`config.mk`:
```
export PLATFORM = sky130hd
export DESIGN_NAME = vaddr_xlate
export DESIGN_NICKNAME = d
export VERILOG_FILES = /design/src/rtl/xlate_pkg.sv /design/src/rtl/xlate_region_decode.sv /design/src/rtl/xlate_prot_check.sv /design/src/rtl/xlate_repl_counter.sv /design/src/rtl/vaddr_xlate.sv
export SDC_FILE = /design/constraint.sdc
export NUM_CORES = 1
export LEC_CHECK = 0
export ABC_AREA = 1
export BUFFER_PORTS_ARGS = -buffer_cell sky130_fd_sc_hd__buf_2
export CAP_MARGIN = 20
export CORE_MARGIN = 2
export CORE_UTILIZATION = 42
export DETAILED_ROUTE_END_ITERATION = 7
export PLACE_DENSITY = 0.81
export SYNTH_ARGS = -nofsm -noshare
export SYNTH_HDL_FRONTEND = slang
export SYNTH_SLANG_ARGS = --single-unit
```
`constraint.sdc`:
```
create_clock -name clk -period 1.7 [get_ports clk]
set_clock_uncertainty 0.15 [all_clocks]
set_input_delay 0.085 -clock clk [delete_from_list [all_inputs] [get_ports clk]]
set_output_delay 0.085 -clock clk [all_outputs]
set_load 0.05 [all_outputs]
```
`src/rtl/xlate_pkg.sv`:
```
package xlate_pkg;
  localparam int VA_W       = 32;
  localparam int PAGE_SHIFT = 10;
  localparam int PPN_W      = VA_W - PAGE_SHIFT;
  localparam int LOW_KEEP   = 29;
  localparam int CODE_W     = 12;

  typedef enum logic [1:0] {
    ACC_READ  = 2'b00,
    ACC_WRITE = 2'b01,
    ACC_FETCH = 2'b10,
    ACC_FETCH_ALT = 2'b11
  } acc_kind_e;

  localparam logic [CODE_W-1:0] EXC_NONE    = 12'h000;
  localparam logic [CODE_W-1:0] EXC_MISS_RD = 12'h040;
  localparam logic [CODE_W-1:0] EXC_MISS_WR = 12'h060;
  localparam logic [CODE_W-1:0] EXC_DIRTY   = 12'h080;
  localparam logic [CODE_W-1:0] EXC_VIOL_RD = 12'h0A0;
  localparam logic [CODE_W-1:0] EXC_VIOL_WR = 12'h0C0;
  localparam logic [CODE_W-1:0] EXC_AERR_RD = 12'h0E0;
  localparam logic [CODE_W-1:0] EXC_AERR_WR = 12'h100;
  localparam logic [CODE_W-1:0] EXC_MULTI   = 12'h140;

  localparam logic [VA_W-1:0] SQ_LO = 32'hE000_0000;
  localparam logic [VA_W-1:0] SQ_HI = 32'hE400_0000;

  typedef struct packed {
    logic            ok;
    logic [CODE_W-1:0] code;
    logic [VA_W-1:0] pa;
  } xlate_res_t;
endpackage

```
`src/rtl/xlate_region_decode.sv`:
```
module xlate_region_decode
  import xlate_pkg::*;
(
  input  logic [VA_W-1:0] vaddr,
  input  logic            priv,
  output logic            bypass,
  output logic            denied,
  output logic [VA_W-1:0] bypass_pa
);
  logic in_mid;
  logic in_top;
  logic in_ctrl;
  logic sq_window;
  logic fold;

  always_comb begin
    in_mid    = (vaddr[VA_W-1 -: 2] == 2'b10);
    in_top    = (vaddr[VA_W-1 -: 3] == 3'b111);
    in_ctrl   = (vaddr[VA_W-1 -: 6] == 6'b111111);
    sq_window = (vaddr >= SQ_LO) && (vaddr <= SQ_HI);
    bypass    = in_mid || in_top;
    denied    = bypass && !priv && !sq_window;
    fold      = in_mid || in_ctrl;
    bypass_pa = fold ? {{(VA_W-LOW_KEEP){1'b0}}, vaddr[LOW_KEEP-1:0]} : vaddr;
  end
endmodule

```
`src/rtl/xlate_prot_check.sv`:
```
module xlate_prot_check (
  input  logic [1:0] prot,
  input  logic       priv,
  input  logic       is_write,
  input  logic       dirty,
  output logic       viol,
  output logic       first_write
);
  logic rd_allow;
  logic wr_allow;

  always_comb begin
    rd_allow    = prot[1] | priv;
    wr_allow    = prot[0] & (prot[1] | priv);
    viol        = is_write ? !wr_allow : !rd_allow;
    first_write = is_write && wr_allow && !dirty;
  end
endmodule

```
`src/rtl/xlate_repl_counter.sv`:
```
module xlate_repl_counter #(
  parameter int ENTRIES = 64,
  localparam int CNT_W = $clog2(ENTRIES)
) (
  input  logic             clk,
  input  logic             rst,
  input  logic             step,
  input  logic [CNT_W-1:0] limit,
  output logic [CNT_W-1:0] count
);
  localparam logic [CNT_W-1:0] LAST = CNT_W'(ENTRIES - 1);

  logic [CNT_W-1:0] bumped;

  always_comb begin
    bumped = count + CNT_W'(1);
    if (bumped == limit || bumped == LAST) bumped = '0;
  end

  always_ff @(posedge clk) begin
    if (rst)       count <= '0;
    else if (step) count <= bumped;
  end


  ctr_never_last_chk: assert property (@(posedge clk) disable iff (rst)
    count != LAST);

  ctr_hold_chk: assert property (@(posedge clk) disable iff (rst)
    !step |=> $stable(count));

  ctr_step_chk: assert property (@(posedge clk) disable iff (rst)
    step |=> (count == $past(count) + CNT_W'(1)) || (count == '0));
endmodule

```
`src/rtl/vaddr_xlate.sv`:
```
module vaddr_xlate
  import xlate_pkg::*;
#(
  parameter int ENTRIES = 64,
  localparam int CNT_W = $clog2(ENTRIES)
) (
  input  logic              clk,
  input  logic              rst,
  input  logic              req_valid,
  input  logic [VA_W-1:0]   req_vaddr,
  input  logic [1:0]        req_kind,
  input  logic              priv_mode,
  input  logic              xlate_en,
  input  logic              single_space,
  input  logic [CNT_W-1:0]  repl_limit,
  input  logic              lut_hit,
  input  logic              lut_multi,
  input  logic [PPN_W-1:0]  lut_ppn,
  input  logic [1:0]        lut_size,
  input  logic [1:0]        lut_prot,
  input  logic              lut_dirty,
  output logic              asid_cmp_en,
  output logic              rsp_valid,
  output logic [VA_W-1:0]   rsp_paddr,
  output logic              rsp_ok,
  output logic [CODE_W-1:0] rsp_code,
  output logic [CNT_W-1:0]  repl_ctr
);
  localparam int N_SIZES = 4;

  acc_kind_e       kind;
  logic            is_write;
  logic            bypass;
  logic            denied;
  logic [VA_W-1:0] bypass_pa;
  logic            viol;
  logic            first_write;
  logic            lookup;
  logic [VA_W-1:0] off_mask;
  logic [VA_W-1:0] page_pa;
  xlate_res_t      res;

  logic [VA_W-1:0] size_mask [N_SIZES];
  genvar gi;
  generate
    for (gi = 0; gi < N_SIZES; gi++) begin : g_mask
      localparam int SHIFT = (gi == 0) ? PAGE_SHIFT :
                             (gi == 1) ? PAGE_SHIFT + 2 :
                             (gi == 2) ? PAGE_SHIFT + 6 : PAGE_SHIFT + 10;
      assign size_mask[gi] = (VA_W'(1) << SHIFT) - VA_W'(1);
    end
  endgenerate

  assign kind        = acc_kind_e'(req_kind);
  assign is_write    = (kind == ACC_WRITE);
  assign asid_cmp_en = !(single_space && priv_mode);

  xlate_region_decode u_region (
    .vaddr     (req_vaddr),
    .priv      (priv_mode),
    .bypass    (bypass),
    .denied    (denied),
    .bypass_pa (bypass_pa)
  );

  xlate_prot_check u_prot (
    .prot        (lut_prot),
    .priv        (priv_mode),
    .is_write    (is_write),
    .dirty       (lut_dirty),
    .viol        (viol),
    .first_write (first_write)
  );

  always_comb begin
    off_mask = size_mask[lut_size];
    page_pa  = ({lut_ppn, {PAGE_SHIFT{1'b0}}} & ~off_mask) | (req_vaddr & off_mask);
  end

  always_comb begin
    lookup = 1'b0;
    res    = '{ok: 1'b0, code: EXC_NONE, pa: '0};
    if (bypass) begin
      if (denied) res.code = is_write ? EXC_AERR_WR : EXC_AERR_RD;
      else        res = '{ok: 1'b1, code: EXC_NONE, pa: bypass_pa};
    end else if (!xlate_en) begin
      res = '{ok: 1'b1, code: EXC_NONE,
              pa: {{(VA_W-LOW_KEEP){1'b0}}, req_vaddr[LOW_KEEP-1:0]}};
    end else begin
      lookup = 1'b1;
      if (lut_multi)        res.code = EXC_MULTI;
      else if (!lut_hit)    res.code = is_write ? EXC_MISS_WR : EXC_MISS_RD;
      else if (viol)        res.code = is_write ? EXC_VIOL_WR : EXC_VIOL_RD;
      else if (first_write) res.code = EXC_DIRTY;
      else                  res = '{ok: 1'b1, code: EXC_NONE, pa: page_pa};
    end
  end

  always_ff @(posedge clk) begin
    if (rst) begin
      rsp_valid <= 1'b0;
      rsp_ok    <= 1'b0;
      rsp_code  <= EXC_NONE;
      rsp_paddr <= '0;
    end else begin
      rsp_valid <= req_valid;
      if (req_valid) begin
        rsp_ok    <= res.ok;
        rsp_code  <= res.code;
        rsp_paddr <= res.pa;
      end
    end
  end

  xlate_repl_counter #(.ENTRIES(ENTRIES)) u_ctr (
    .clk   (clk),
    .rst   (rst),
    .step  (req_valid && lookup),
    .limit (repl_limit),
    .count (repl_ctr)
  );


  rsp_follows_req_chk: assert property (@(posedge clk) disable iff (rst)
    req_valid |=> rsp_valid);

  no_spurious_rsp_chk: assert property (@(posedge clk) disable iff (rst)
    !req_valid |=> !rsp_valid);

  fault_shape_chk: assert property (@(posedge clk) disable iff (rst)
    (rsp_valid && !rsp_ok) |-> (rsp_paddr == '0 && rsp_code != EXC_NONE));

  user_denied_chk: assert property (@(posedge clk) disable iff (rst)
    (req_valid && lookup && lut_hit && !lut_multi && !priv_mode && !lut_prot[1])
      |=> (!rsp_ok && rsp_code == EXC_VIOL_RD) || (!rsp_ok && rsp_code == EXC_VIOL_WR));

  user_region_chk: assert property (@(posedge clk) disable iff (rst)
    (req_valid && !priv_mode && req_vaddr[VA_W-1 -: 2] == 2'b10) |=> !rsp_ok);
endmodule

```
==> run summary, run 1 <==
The type of origin of the critical path is a flip-flop. For this design the ratio of total power to cell area is 688 mW/mm^2. The final sum of negative setup slack is 0 ns.

The total I/O pin count came out at 128. After the last flow step, the layout net total stands at 635. The share of the clock period used by the worst path is 0.997. The sum of internal, switching and leakage power is 2640 uW. Once layout is complete, the utilization of the core stands at 0.645.

The type of the most critical hold path is in2reg. The critical path start-end classification is reg2reg. The number of max-cap violations is 0. The total track usage is 0.229. The post-synthesis cell area is 0.00262 sq mm. The worst IR drop on VDD came out at 435 uV. Synthesis produced a netlist whose cell count is 400. Clock-pin slew was measured on the worst setup and hold paths at 0.08 ns. The maximum frequency from static timing analysis came out at 0.590 GHz.

TritonCTS built the clock tree. The count of antenna-violating nets left after detailed routing is 0. The pin count of the biggest net entering global routing came out at 47. The pre-antenna-repair detailed-routing pass consisted of 5 iterations. The CTS root buffer is sky130_fd_sc_hd__clkbuf_8. STA classifies the critical path endpoint as a flip-flop. The number of diodes came out at 0.

The number of design rule violations left after detail routing came out at 0. Counting tap cells, the placed design contains a total of 590 instances. Ranked by total cell area, the synthesized netlist is headed by sky130_fd_sc_hd__dfxtp_1 (34%), sky130_fd_sc_hd__nand2_1 (12%), sky130_fd_sc_hd__a21oi_1 (9.8%), sky130_fd_sc_hd__nand3_1 (6.9%), sky130_fd_sc_hd__o21ai_0 (6.5%). The minimum hold slack is -0.000200 ns. The total overflow reported by the global router came out at 0. The initial utilization of the core area, before any placement, comes to 0.439. For the worst setup path, the data required time is 1.72 ns. The part of the Yosys area used for sequential elements is 0.337. The initial antenna violation count is 0. Summed over all layers, the routed wires come to 8320 um. The setup violation total in the final timing report came out at 0. The proportion of register bits with asynchronous set or reset after synthesis is 0. The clock latency reported for the late side of the worst-skew pair is 0.28 ns. The first global-routing pass estimated 13300 um of wire. The number of port buffers is 119. The path depth of the worst reg2reg path came out at 8. The synthesized netlist contains 34 unique library cells. The arrival time at the worst endpoint is 1.71 ns. The number of slew-limit violations in the final report came out at 0. The total count of hold-check failures in the final report was 1.

The violation count after the first detailed-routing iteration came out at 174. The smallest clock period supported by the final layout is computed as 1.70 ns. The largest area contributor in the netlist is sky130_fd_sc_hd__dfxtp_1. The leakage power summed over all cells is 0.00188 uW. The number of non-filler instances in the completed layout is 634. The number of vias per cell after detailed routing came out at 5.14. The count of yosys warnings during synthesis is 0. The total CTS buffers came out at 5. The die area is 0.00687 sq mm.

The total vias in the final route came out at 3256. The worst-case clock buffer depth is 2. The depth of the CTS H-tree came out at 2. The instance count along the most critical hold path came out at 3. The horizontal extent of the die came out at 82.9 um. The area added between synthesis and finish came out at 46.8%. Clock tree synthesis found a total of 44 sinks. Dividing the detail-routed wire length by the instance count gives 13.1 um. The share of synthesized area in the top cell type comes to 0.337.

The total area inside the core boundary comes to 0.00596 sq mm. In the synthesized netlist the dominant register cell turns out to be sky130_fd_sc_hd__dfxtp_1. The biggest fanout along the worst timing path came out at 6.

The die is 82.9 um tall. The estimated wirelength of the detail-placed design came out at 5790 um. Row generation in the floorplan step produced 28 rows. The number of enable flip-flop cells after synthesis came out at 0. The routability-driven placement congestion ratio is 0.849.

The average instance in the mapped netlist occupies 6.54 sq um. The post-synthesis register bit count is 44. The checks that failed: hold timing. Setup repair after global routing could not meet its margin everywhere.

The flow ran to the end, but the final reports show violations. The fraction of layout instances using a drive strength above 1 is 0.309. The via count of the first global-routing pass came out at 3043.
==> registers in the layout (all words and copies together), names as in the netlist <==
signal       cells
rsp_paddr       32
u_ctr.count      6
rsp_code         4
rsp_ok           1
rsp_valid        1
==> path summary, 6_finish.rpt <==
kind	start	to	slack, ns
setup reg to reg	u_ctr.count[0]	u_ctr.count[1]	0.005
hold / removal	lut_ppn[8]	rsp_paddr[18]	-0.0002
hold reg to reg	rsp_paddr[1]	rsp_paddr[1]	0.32
setup / recovery	u_ctr.count[0]	u_ctr.count[1]	0.005
==> per-layer routing <==
metal | up-vias | track usage | wire (um) | share of wire
met5 | - | 0 | 0 | 0
met4 | 0 | 0.0879 | 208 | 0.025
met3 | 19 | 0.0408 | 608 | 0.073
met2 | 146 | 0.405 | 4090 | 0.49
met1 | 1470 | 0.273 | 3420 | 0.41
li1 | 1621 | - | - | -
==> layout make-up <==
cell class,count,area (sq um)
Clock buffer,8,90.1
Fill cell,544,2120
Inverter,48,185
Multi-Input combinational cell,287,1470
Sequential cell,44,895
Tap cell,75,93.8
Timing Repair Buffer,172,1100
==> metrics by stage <==
step	instance area, sq um	hold slack, ns	worst slack, ns
after floorplan	2700	0.0778	-0.0271
after global placement	3390	0.197	0.0428
after detailed placement	3390	0.208	0.00130
after CTS	3830	0.00223	0.00185
after global routing	3840	0.00903	-0.101
final	3840	-0.000200	0.00476
==> logic make-up (layout without fill, tap and decap cells) <==
family,after synthesis,after routing,share of synthesized area
compound gates,110,110,0.232
xor+xnor,7,7,0.0234
fa+ha+maj,2,2,0.00957
buf+inv,76,228,0.127
flops,44,44,0.337
other cells,1,8,0.00143
simple gates,160,160,0.270
==> worst max-delay path, stage by stage, from the launching register on <==
cell and delay (ns):
sky130_fd_sc_hd__dfxtp_4 0.39, sky130_fd_sc_hd__inv_4 0.05, sky130_fd_sc_hd__ha_4 0.26, sky130_fd_sc_hd__xor2_1 0.13, sky130_fd_sc_hd__nand4_1 0.10, sky130_fd_sc_hd__nor2_1 0.14
sky130_fd_sc_hd__nand4_2 0.18, sky130_fd_sc_hd__nand3_1 0.13, sky130_fd_sc_hd__a21oi_2 0.06
==> cell usage in the layout, fill, tap and decap left out, drive strengths merged, types with 6 or more instances in the layout <==
cell / count
clkbuf: 8
nand3: 36
conb: 8
dlygate4sd3: 34
o21ai: 37
o22ai: 8
buf: 138
a31oi: 6
inv: 48
nand4: 6
nor2: 31
dfxtp: 44
a21oi: 51
nand2: 85
==> Yosys cell counts (5+ instances only) <==
master	number
sky130_fd_sc_hd__a21oi_1	51
sky130_fd_sc_hd__inv_2	6
sky130_fd_sc_hd__nand3_1	36
sky130_fd_sc_hd__dfxtp_1	44
sky130_fd_sc_hd__xor2_1	5
sky130_fd_sc_hd__o21ai_0	34
sky130_fd_sc_hd__a31oi_1	6
sky130_fd_sc_hd__o2111ai_1	5
sky130_fd_sc_hd__buf_4	9
sky130_fd_sc_hd__nand4_1	5
sky130_fd_sc_hd__inv_1	41
sky130_fd_sc_hd__nor2_1	26
sky130_fd_sc_hd__nand2_1	82
sky130_fd_sc_hd__clkbuf_1	14
sky130_fd_sc_hd__o22ai_1	8
==> where the power goes <==
part	switching [uW]	total [uW]	internal, uW
sequential	32.2	1120	1090
clock	334	666	332
combinational	560	855	295
total	926	2640	1710
==> what timing repair did <==
item                                   in CTS  in global routing
setup endpoints to repair                   1                  6
hold buffers                               34                  0
endpoints found under the hold margin      31                  0
pin swaps                                   6                  1
buffers inserted                            2                  0
gates resized for setup                     1                  1
Power figures use the tool's default switching activity.
==> run 2: changes to the inputs <==
Settings changed: ABC_CLOCK_PERIOD_IN_PS set to 1700, CORE_UTILIZATION 42 to 45, PLACE_DENSITY 0.81 to 0.82, SYNTH_HIERARCHICAL set to 1.
==> run summary, run 2 <==
The run finished, with violations left. The final reports fail on setup timing. The register with the most flip-flops in the final layout is rsp_paddr. The relative contribution of combinational cells to total power is 0.323 (about the same). TritonCTS built the clock tree. The flop-to-flop setup slack is -0.007 ns (about the same).

The critical path data required time is 1.72 ns (about the same). The biggest fanout along the worst timing path is 7 (+1). The number of port buffers came out at 119 (unchanged). The post-synthesis cell count came out at 540 (+35%).

The number of vias per cell after detailed routing was 4.98 (-3.0%). The count of different cell masters after synthesis came to 31 (-8.8%). The worst-case clock buffer depth is 2 (unchanged).

The worst setup timing slack at the placement stage is -0.0909 ns (-0.0922 ns). The area added between synthesis and finish is 33.5%. The endpoint of the worst hold-timing path is rsp_paddr[18]. The maximum frequency from static timing analysis came to 0.586 GHz (-0.70%). The tree is rooted in a sky130_fd_sc_hd__clkbuf_8. The total I/O pin count is 128 (unchanged). The leakage power summed over all cells was 0.00227 uW (+21%). The arrival time at the worst endpoint was 1.73 ns (+0.02 ns). The largest area contributor in the netlist is sky130_fd_sc_hd__dfxtp_1.

The total vias in the final route is 3859 (+19%). The capture instance of the worst register-to-register path is u_ctr/count[4]. The placeable core area came out at 0.00714 sq mm (+20%). The worst IR drop on VDD came out at 293 uV (-33%). The switching power share of the total came out at 0.348 (-0.00341). The total power per unit cell area is 683 mW/mm^2 (-0.60%).

The net load switching power came out at 1030 uW (+12%). The proportion of register bits with asynchronous set or reset after synthesis came out at 0 (unchanged). The count of antenna-violating nets left after detailed routing is 0 (unchanged). The count of yosys warnings during synthesis is 6 (+6). The setup violation total in the final timing report was 5 (+5). In the synthesized netlist the dominant register cell turns out to be sky130_fd_sc_hd__dfxtp_1. The commonest cells after synthesis are sky130_fd_sc_hd__nand2_1 (140), sky130_fd_sc_hd__inv_1 (68), sky130_fd_sc_hd__nor2_1 (55), sky130_fd_sc_hd__o21ai_0 (45), sky130_fd_sc_hd__dfxtp_1 (44). In this run the critical register-to-register path is launched from u_ctr/count[1]. Ranked by total cell area, the synthesized netlist is headed by sky130_fd_sc_hd__dfxtp_1 (27%), sky130_fd_sc_hd__nand2_1 (16%), sky130_fd_sc_hd__buf_4 (9.2%), sky130_fd_sc_hd__inv_1 (7.8%), sky130_fd_sc_hd__o21ai_0 (6.9%).

The clock power share was 0.298 (+0.046). The depth of the CTS H-tree came to 2 (unchanged). The horizontal extent of the die is 89.1 um (+7.4%). The total internal power came out at 1940 uW (+13%).

The routability-driven placement congestion ratio came out at 0.872 (+2.7%). The final routed wire length divided by cell count came out at 12.7 um (-3.5%). The path depth of the worst reg2reg path came out at 9 (+1).

The clock input transition at the sequential cells of the worst setup and hold paths is 0.09 ns (about the same). The number of sinks on the clock net came to 44 (unchanged). In the layout the commonest cells are sky130_fd_sc_hd__nand2_1 (140), sky130_fd_sc_hd__buf_2 (119), sky130_fd_sc_hd__inv_1 (67), sky130_fd_sc_hd__nor2_1 (54), sky130_fd_sc_hd__o21ai_0 (45). The via count of the first global-routing pass came out at 3581 (+18%). The number of nets in the layout came out at 752 (+18%). The sequential cell fraction of total power came to 0.379 (-0.045). The instance count along the most critical hold path came to 5 (+2). The starting density of the core came out at 0.456 (+0.0173). Setup repair after global routing could not meet its margin everywhere.

The part of the Yosys area used for sequential elements is 0.270 (-0.0664). The met1 layer wirelength in the final routing is 3900 um (+14%). The height of the die came out at 89.1 um (+7.4%).

The largest individual stage delay along the critical path comes from the cell sky130_fd_sc_hd__dfxtp_4. The initial antenna violation count came out at 0 (unchanged). The post-synthesis cell area is 0.00326 sq mm (+25%). The number of slew-limit violations in the final report was 0 (unchanged). The wire length of the first global-routing pass is 15800 um (+18%). The startpoint identified for the worst hold timing path is lut_ppn[8]. By startpoint and endpoint, the worst setup path is classified as reg2reg. The die area came out at 0.00793 sq mm (+15%).

STA classifies the critical path endpoint as a flip-flop. The violation count after the first detailed-routing iteration came out at 208 (+20%). The proportion of netlist area held by the largest area contributor is 0.270 (-0.0664). Among all cell types in the netlist, the one instantiated most often is sky130_fd_sc_hd__nand2_1. The standard-cell row count came to 31 (+11%). The detailed route wirelength on metal2 came out at 4990 um (+22%). The total CTS buffers came to 5 (unchanged). The wire length after detailed routing came to 9820 um (+18%). The type of the most critical hold path is in2reg. The highest metal layer carrying signal wires in the routed design is met4.

The total count of hold-check failures in the final report came out at 0 (-1). The minimum hold slack came to 0.0136 ns (+0.0138 ns). The number of enable flip-flop cells after synthesis is 0 (unchanged). The estimated wirelength of the detail-placed design came to 6590 um (+14%). The mean post-synth cell area was 6.03 sq um (-7.7%). The pin count of the biggest net entering global routing is 35 (-26%).

The most common cell after layout, fill and taps aside is sky130_fd_sc_hd__nand2_1. Walking the worst path, the cells encountered are ha_2 > inv_1 > nand2_1 > nand2_1 > buf_4 > nor2_2 > nand3_4 > nand3_1 > a21oi_1. The number of search-and-repair iterations in the first detailed-routing pass is 5 (unchanged). The number of max-cap violations was 0 (unchanged). The share of the core filled with cells in the final layout came out at 0.609 (-0.0351). STA classifies the critical path startpoint as a flip-flop. The number of flip-flops under the largest register name came out at 32 (unchanged).

The number of design rule violations left after detail routing came to 0 (unchanged). The clock latency reported for the late side of the worst-skew pair is 0.29 ns (about the same). The number of non-filler instances in the completed layout came to 775 (+22%).

The fraction of layout instances using a drive strength above 1 was 0.265 (-0.0447). The placed cell count came out at 723 (+23%). The number of diodes came out at 0 (unchanged).

The largest registers in the layout are rsp_paddr: 32 flops, u_ctr/count: 6 flops, rsp_code: 4 flops. The met3 wirelength from detailed routing came out at 730 um (+20%). The total track usage is 0.251 (+0.0222).

In this design, the critical path's most frequently occurring cell is sky130_fd_sc_hd__nand2_1. The post-synthesis register bit count is 44 (unchanged). The worst-case setup margin in the final layout is -0.00714 ns (-0.0119 ns). The total overflow reported by the global router is 0 (unchanged). The share of the clock period used by the worst path came out at 1.00 (+0.00700). The critical path's largest stage delay came to 0.40 ns (about the same). The number of filler cells placed in the layout is 665 (+22%). The minimum period implied by the final worst setup slack came out at 1.71 ns (+0.0119 ns).
==> run 2: cell types whose count changed in the layout (fill, tap and decap cells not counted), sizes merged, moves of 2 or more <==
cell,previous run,this run
o21ai,37,47
nand3,36,47
dlygate4sd3,34,42
inv,48,72
nor2,31,63
a31oi,6,11
o2111ai,5,0
a21oi,51,37
nand2,85,143
nand4,6,4
o22ai,8,0
xor2,5,0
==> run 2: repair_timing <==
action	in CTS	in global routing
cloned	0	0
hold buffers	42	0
buffers inserted	0	2
endpoints found under the hold margin	43	0
endpoints found under the setup margin	6	11
pin swaps	0	3
resized for setup	1	6
==> run 2: power by group through the flow <==
stage | clock (uW) | sequential [uW] | combinational, uW
CTS | 905 | 1130 | 935
global placement | 0 | 1150 | 844
detailed placement | 0 | 1150 | 858
global route | 955 | 1130 | 1040
floorplan | 0 | 1360 | 436
finish | 887 | 1130 | 959
==> run 2: area by class of cell <==
class / count / area (sq um) / area share
Multi-Input combinational cell: 370 / 1740 / 0.400
Timing Repair Buffer: 181 / 1190 / 0.274
Clock buffer: 7 / 96.3 / 0.0222
Sequential cell: 44 / 892 / 0.205
Clock inverter: 1 / 30.0 / 0.00690
Inverter: 73 / 277 / 0.0636
Tap cell: 99 / 124 / 0.0285
==> run 2: how the worst max path moves through the flow <==
stage | from | endpoint | depth (start not counted)
2_1_floorplan | u_ctr/count[0] | u_ctr/count[2] | 11
3_3_place_gp | req_vaddr[5] | rsp_paddr[0] | 14
3_5_place_dp | req_vaddr[5] | rsp_paddr[18] | 14
4_1_cts | u_ctr/count[1] | u_ctr/count[3] | 9
5_1_grt | u_ctr/count[0] | u_ctr/count[0] | 11
6_report | u_ctr/count[1] | u_ctr/count[4] | 9
==> run 2: kinds of logic (layout without fill, tap and decap cells) <==
family                     after synthesis  in the layout  synth area share
and+or+nand+nor                        262            262             0.350
buffers and inverters                  133            262             0.213
AOI/OAI and AO/OA                       97             97             0.155
DFF                                     44             44             0.270
adders and majority gates                2              2           0.00768
other                                    1              8           0.00115
xor gates and xnor gates                 1              1           0.00269
==> run 2: per-stage QoR <==
| stage | area, sq um | power, uW | setup TNS, ns |
|---|---|---|---|
| 6_report | 4350 | 2970 | -0.0158 |
| 2_1_floorplan | 3310 | 1800 | 0 |
| 3_3_place_gp | 3770 | 1990 | -0.0161 |
| 5_1_grt | 4350 | 3130 | -0.606 |
| 4_1_cts | 4320 | 2970 | 0 |
| 3_5_place_dp | 3770 | 2010 | -1.09 |
==> run 2: worst max-delay path: cells and delay by family (launching register included) <==
kind | cells | cell delay, ns
fa+ha+maj | 1 | 0.24
simple gates | 5 | 0.53
flops | 1 | 0.40
buf+inv | 2 | 0.20
compound gates | 1 | 0.06
==> run 2: metal layers <==
| layer | vias to the layer above | GRT usage |
|---|---|---|
| met4 | 0 | 0.0882 |
| met2 | 184 | 0.452 |
| met3 | 25 | 0.0554 |
| met1 | 1724 | 0.293 |
| li1 | 1926 | - |
| met5 | - | 0 |
==> run 3: changes to the inputs <==
Settings changed: ABC_CLOCK_PERIOD_IN_PS 1700 to 1500.
Clock period 1.7 ns to 1.5 ns, I/O delays scaled along.
==> run summary, run 3 (synthesis results as in run 2) <==
The minimum period implied by the final worst setup slack came out at 1.66 ns (-0.0474 ns). The number of flip-flops under the largest register name came to 32 (unchanged). The top cell types in the final layout, fill and taps aside, are sky130_fd_sc_hd__nand2_1 (136), sky130_fd_sc_hd__buf_2 (119), sky130_fd_sc_hd__inv_1 (62), sky130_fd_sc_hd__nor2_1 (52), sky130_fd_sc_hd__o21ai_0 (45).

The total vias in the final route came out at 3883 (+0.62%). The starting density of the core came out at 0.456 (unchanged). The via count of the first global-routing pass is 3577 (-0.11%). The number of port buffers was 119 (unchanged). The placeable core area came to 0.00714 sq mm (unchanged). The total count of hold-check failures in the final report came out at 10 (+10). The number of slew-limit violations in the final report came to 0 (unchanged). The met1 layer wirelength in the final routing came out at 4010 um (+2.8%).

The number of hold-repair buffers added at the cts stage is 21 (-50%). The fraction of layout instances using a drive strength above 1 came out at 0.327 (+0.0622). The total track usage is 0.242 (-0.00910). The number of vias per cell after detailed routing is 4.97 (-0.15%). The share of the core filled with cells in the final layout was 0.617 (+0.00806). The minimum hold slack came to -0.0512 ns (-0.0648 ns).

The standard-cell row count came to 31 (unchanged). CTS placed an instance of sky130_fd_sc_hd__clkbuf_8 at the clock tree root. The wire length after detailed routing came out at 9990 um (+1.8%). The biggest fanout along the worst timing path is 6 (-1).

The die area came out at 0.00793 sq mm (unchanged). The total overflow reported by the global router came out at 0 (unchanged). The count of antenna-violating nets left after detailed routing came out at 0 (unchanged). The initial antenna violation count came out at 0 (unchanged).

The number of max-cap violations was 0 (unchanged). The detailed route wirelength on metal2 came to 5120 um (+2.5%). The clock input transition at the sequential cells of the worst setup and hold paths came out at 0.07 ns (-0.02 ns). In the final layout, the registers with the most flip-flops are rsp_paddr: 32 flops, u_ctr/count: 6 flops, rsp_code: 4 flops.

The most common cell after layout, fill and taps aside is sky130_fd_sc_hd__nand2_1. The area added between synthesis and finish came out at 35.3%. The clock latency reported for the late side of the worst-skew pair is 0.29 ns (about the same). The worst-case setup margin in the final layout is -0.160 ns (-0.153 ns). The leakage power summed over all cells came to 0.00231 uW (+1.8%). The number of design rule violations left after detail routing came out at 0 (unchanged). The depth of the CTS H-tree is 2 (unchanged). The checks that failed: hold timing, setup timing.

The arrival time at the worst endpoint was 1.69 ns (-0.04 ns). The horizontal extent of the die is 89.1 um (unchanged). The number of sinks on the clock net came to 44 (unchanged).

The share of the clock period used by the worst path is 1.11 (+0.102). The setup violation total in the final timing report came out at 6 (+1). The clock tree from TritonCTS is yes. The worst-case clock buffer depth came out at 2 (unchanged). The number of non-filler instances in the completed layout came out at 781 (+0.77%). The maximum frequency from static timing analysis came out at 0.603 GHz (+2.9%).

The type of origin of the critical path is a flip-flop. The violation count after the first detailed-routing iteration was 210 (+0.96%). The worst setup path is captured at a flip-flop. The number of search-and-repair iterations in the first detailed-routing pass came out at 5 (unchanged). The final routed wire length divided by cell count is 12.8 um (+0.97%). The height of the die came out at 89.1 um (unchanged).

The final sum of negative setup slack is -0.882 ns (-0.866 ns). The wire length of the first global-routing pass is 15200 um (-3.3%). The placed cell count came out at 749 (+3.6%). The setup path with the least slack is of type reg2reg. The flow ran to the end, but the final reports show violations. Setup repair after global routing could not meet its margin everywhere. The met3 wirelength from detailed routing was 639 um (-12%). The estimated wirelength of the detail-placed design came out at 6890 um (+4.6%).

The critical path data required time came out at 1.53 ns (-0.19 ns). The total I/O pin count is 128 (unchanged). The total power per unit cell area came out at 730 mW/mm^2 (+6.7%).

The worst hold path belongs to the class in2reg. The highest layer touched by signal routing is met4. The register with the most flip-flops in the final layout is rsp_paddr. The pin count of the biggest net entering global routing was 43 (+23%). The number of diodes came to 0 (unchanged).

The number of nets in the layout was 758 (+0.80%). The worst IR drop on VDD came out at 351 uV (+20%). The total CTS buffers is 5 (unchanged). The routability-driven placement congestion ratio came out at 0.825 (-5.4%).
-- run 3: cell types whose count changed in the layout (fill, tap and decap cells not counted), moves of 4 or more --
cell | previous run | this run
sky130_fd_sc_hd__inv_1 | 67 | 62
sky130_fd_sc_hd__nand2_2 | 3 | 7
sky130_fd_sc_hd__buf_4 | 18 | 42
sky130_fd_sc_hd__a21oi_1 | 36 | 29
sky130_fd_sc_hd__nand2_1 | 140 | 136
sky130_fd_sc_hd__inv_2 | 4 | 9
sky130_fd_sc_hd__a21oi_2 | 1 | 8
sky130_fd_sc_hd__dlygate4sd3_1 | 42 | 20
-- run 3: critical path, stage by stage, from the launching register on --
cell                      delay [ns]
sky130_fd_sc_hd__dfxtp_4        0.38
sky130_fd_sc_hd__inv_4          0.04
sky130_fd_sc_hd__ha_4           0.27
sky130_fd_sc_hd__inv_2          0.03
sky130_fd_sc_hd__nand2_1        0.04
sky130_fd_sc_hd__nand2_1        0.05
sky130_fd_sc_hd__nor2_1         0.10
sky130_fd_sc_hd__nand2_1        0.07
sky130_fd_sc_hd__nor2_2         0.13
sky130_fd_sc_hd__nand3_4        0.12
sky130_fd_sc_hd__nand3_1        0.09
sky130_fd_sc_hd__a21oi_1        0.06
-- run 3: where the power goes --
part           internal (uW)  switching (uW)
registers               1240            40.0
clock network            375             422
logic                    404             737
total                   2020            1200
-- run 3: per-stage QoR --
stage               total power [uW]  instance area, sq um  worst slack (ns)
finish                          3210                  4410            -0.160
detailed placement              2340                  3980            -0.271
floorplan                       2040                  3310            -0.172
global route                    3390                  4410            -0.274
CTS                             3170                  4290            -0.169
global placement                2320                  3980            -0.206
-- run 3: layout make-up --
class                      count  area [sq um]
inverter                      73           277
clock buffer                   7          86.3
tap                           99           124
multi-input combinational    370          1790
sequential                    44           892
fill                         699          2730
timing repair buffer         187          1230
clock inverter                 1          7.51
-- run 3: path summary, 6_finish.rpt --
path	slack, ns	endpoint	cells after the start	startpoint
hold / removal	-0.05	u_ctr/count[5]	2	rst
setup reg to reg	-0.16	u_ctr/count[2]	11	u_ctr/count[0]
setup / recovery	-0.16	u_ctr/count[2]	11	u_ctr/count[0]
hold reg to reg	0.35	rsp_code[7]	2	rsp_code[7]
-- run 3: timing repair --
action | CTS | global route
hold endpoints to repair | 28 | 7
setup endpoints to repair | 6 | 25
pin swaps | 1 | 21
cloned | 0 | 3
gates resized for setup | 2 | 22
setup buffers | 0 | 1
-- run 3: layer usage --
layer,global-route usage,vias up
li1,-,1938
met1,0.273,1765
met2,0.453,154
met3,0.0480,26
met4,0.0801,0
met5,0,-
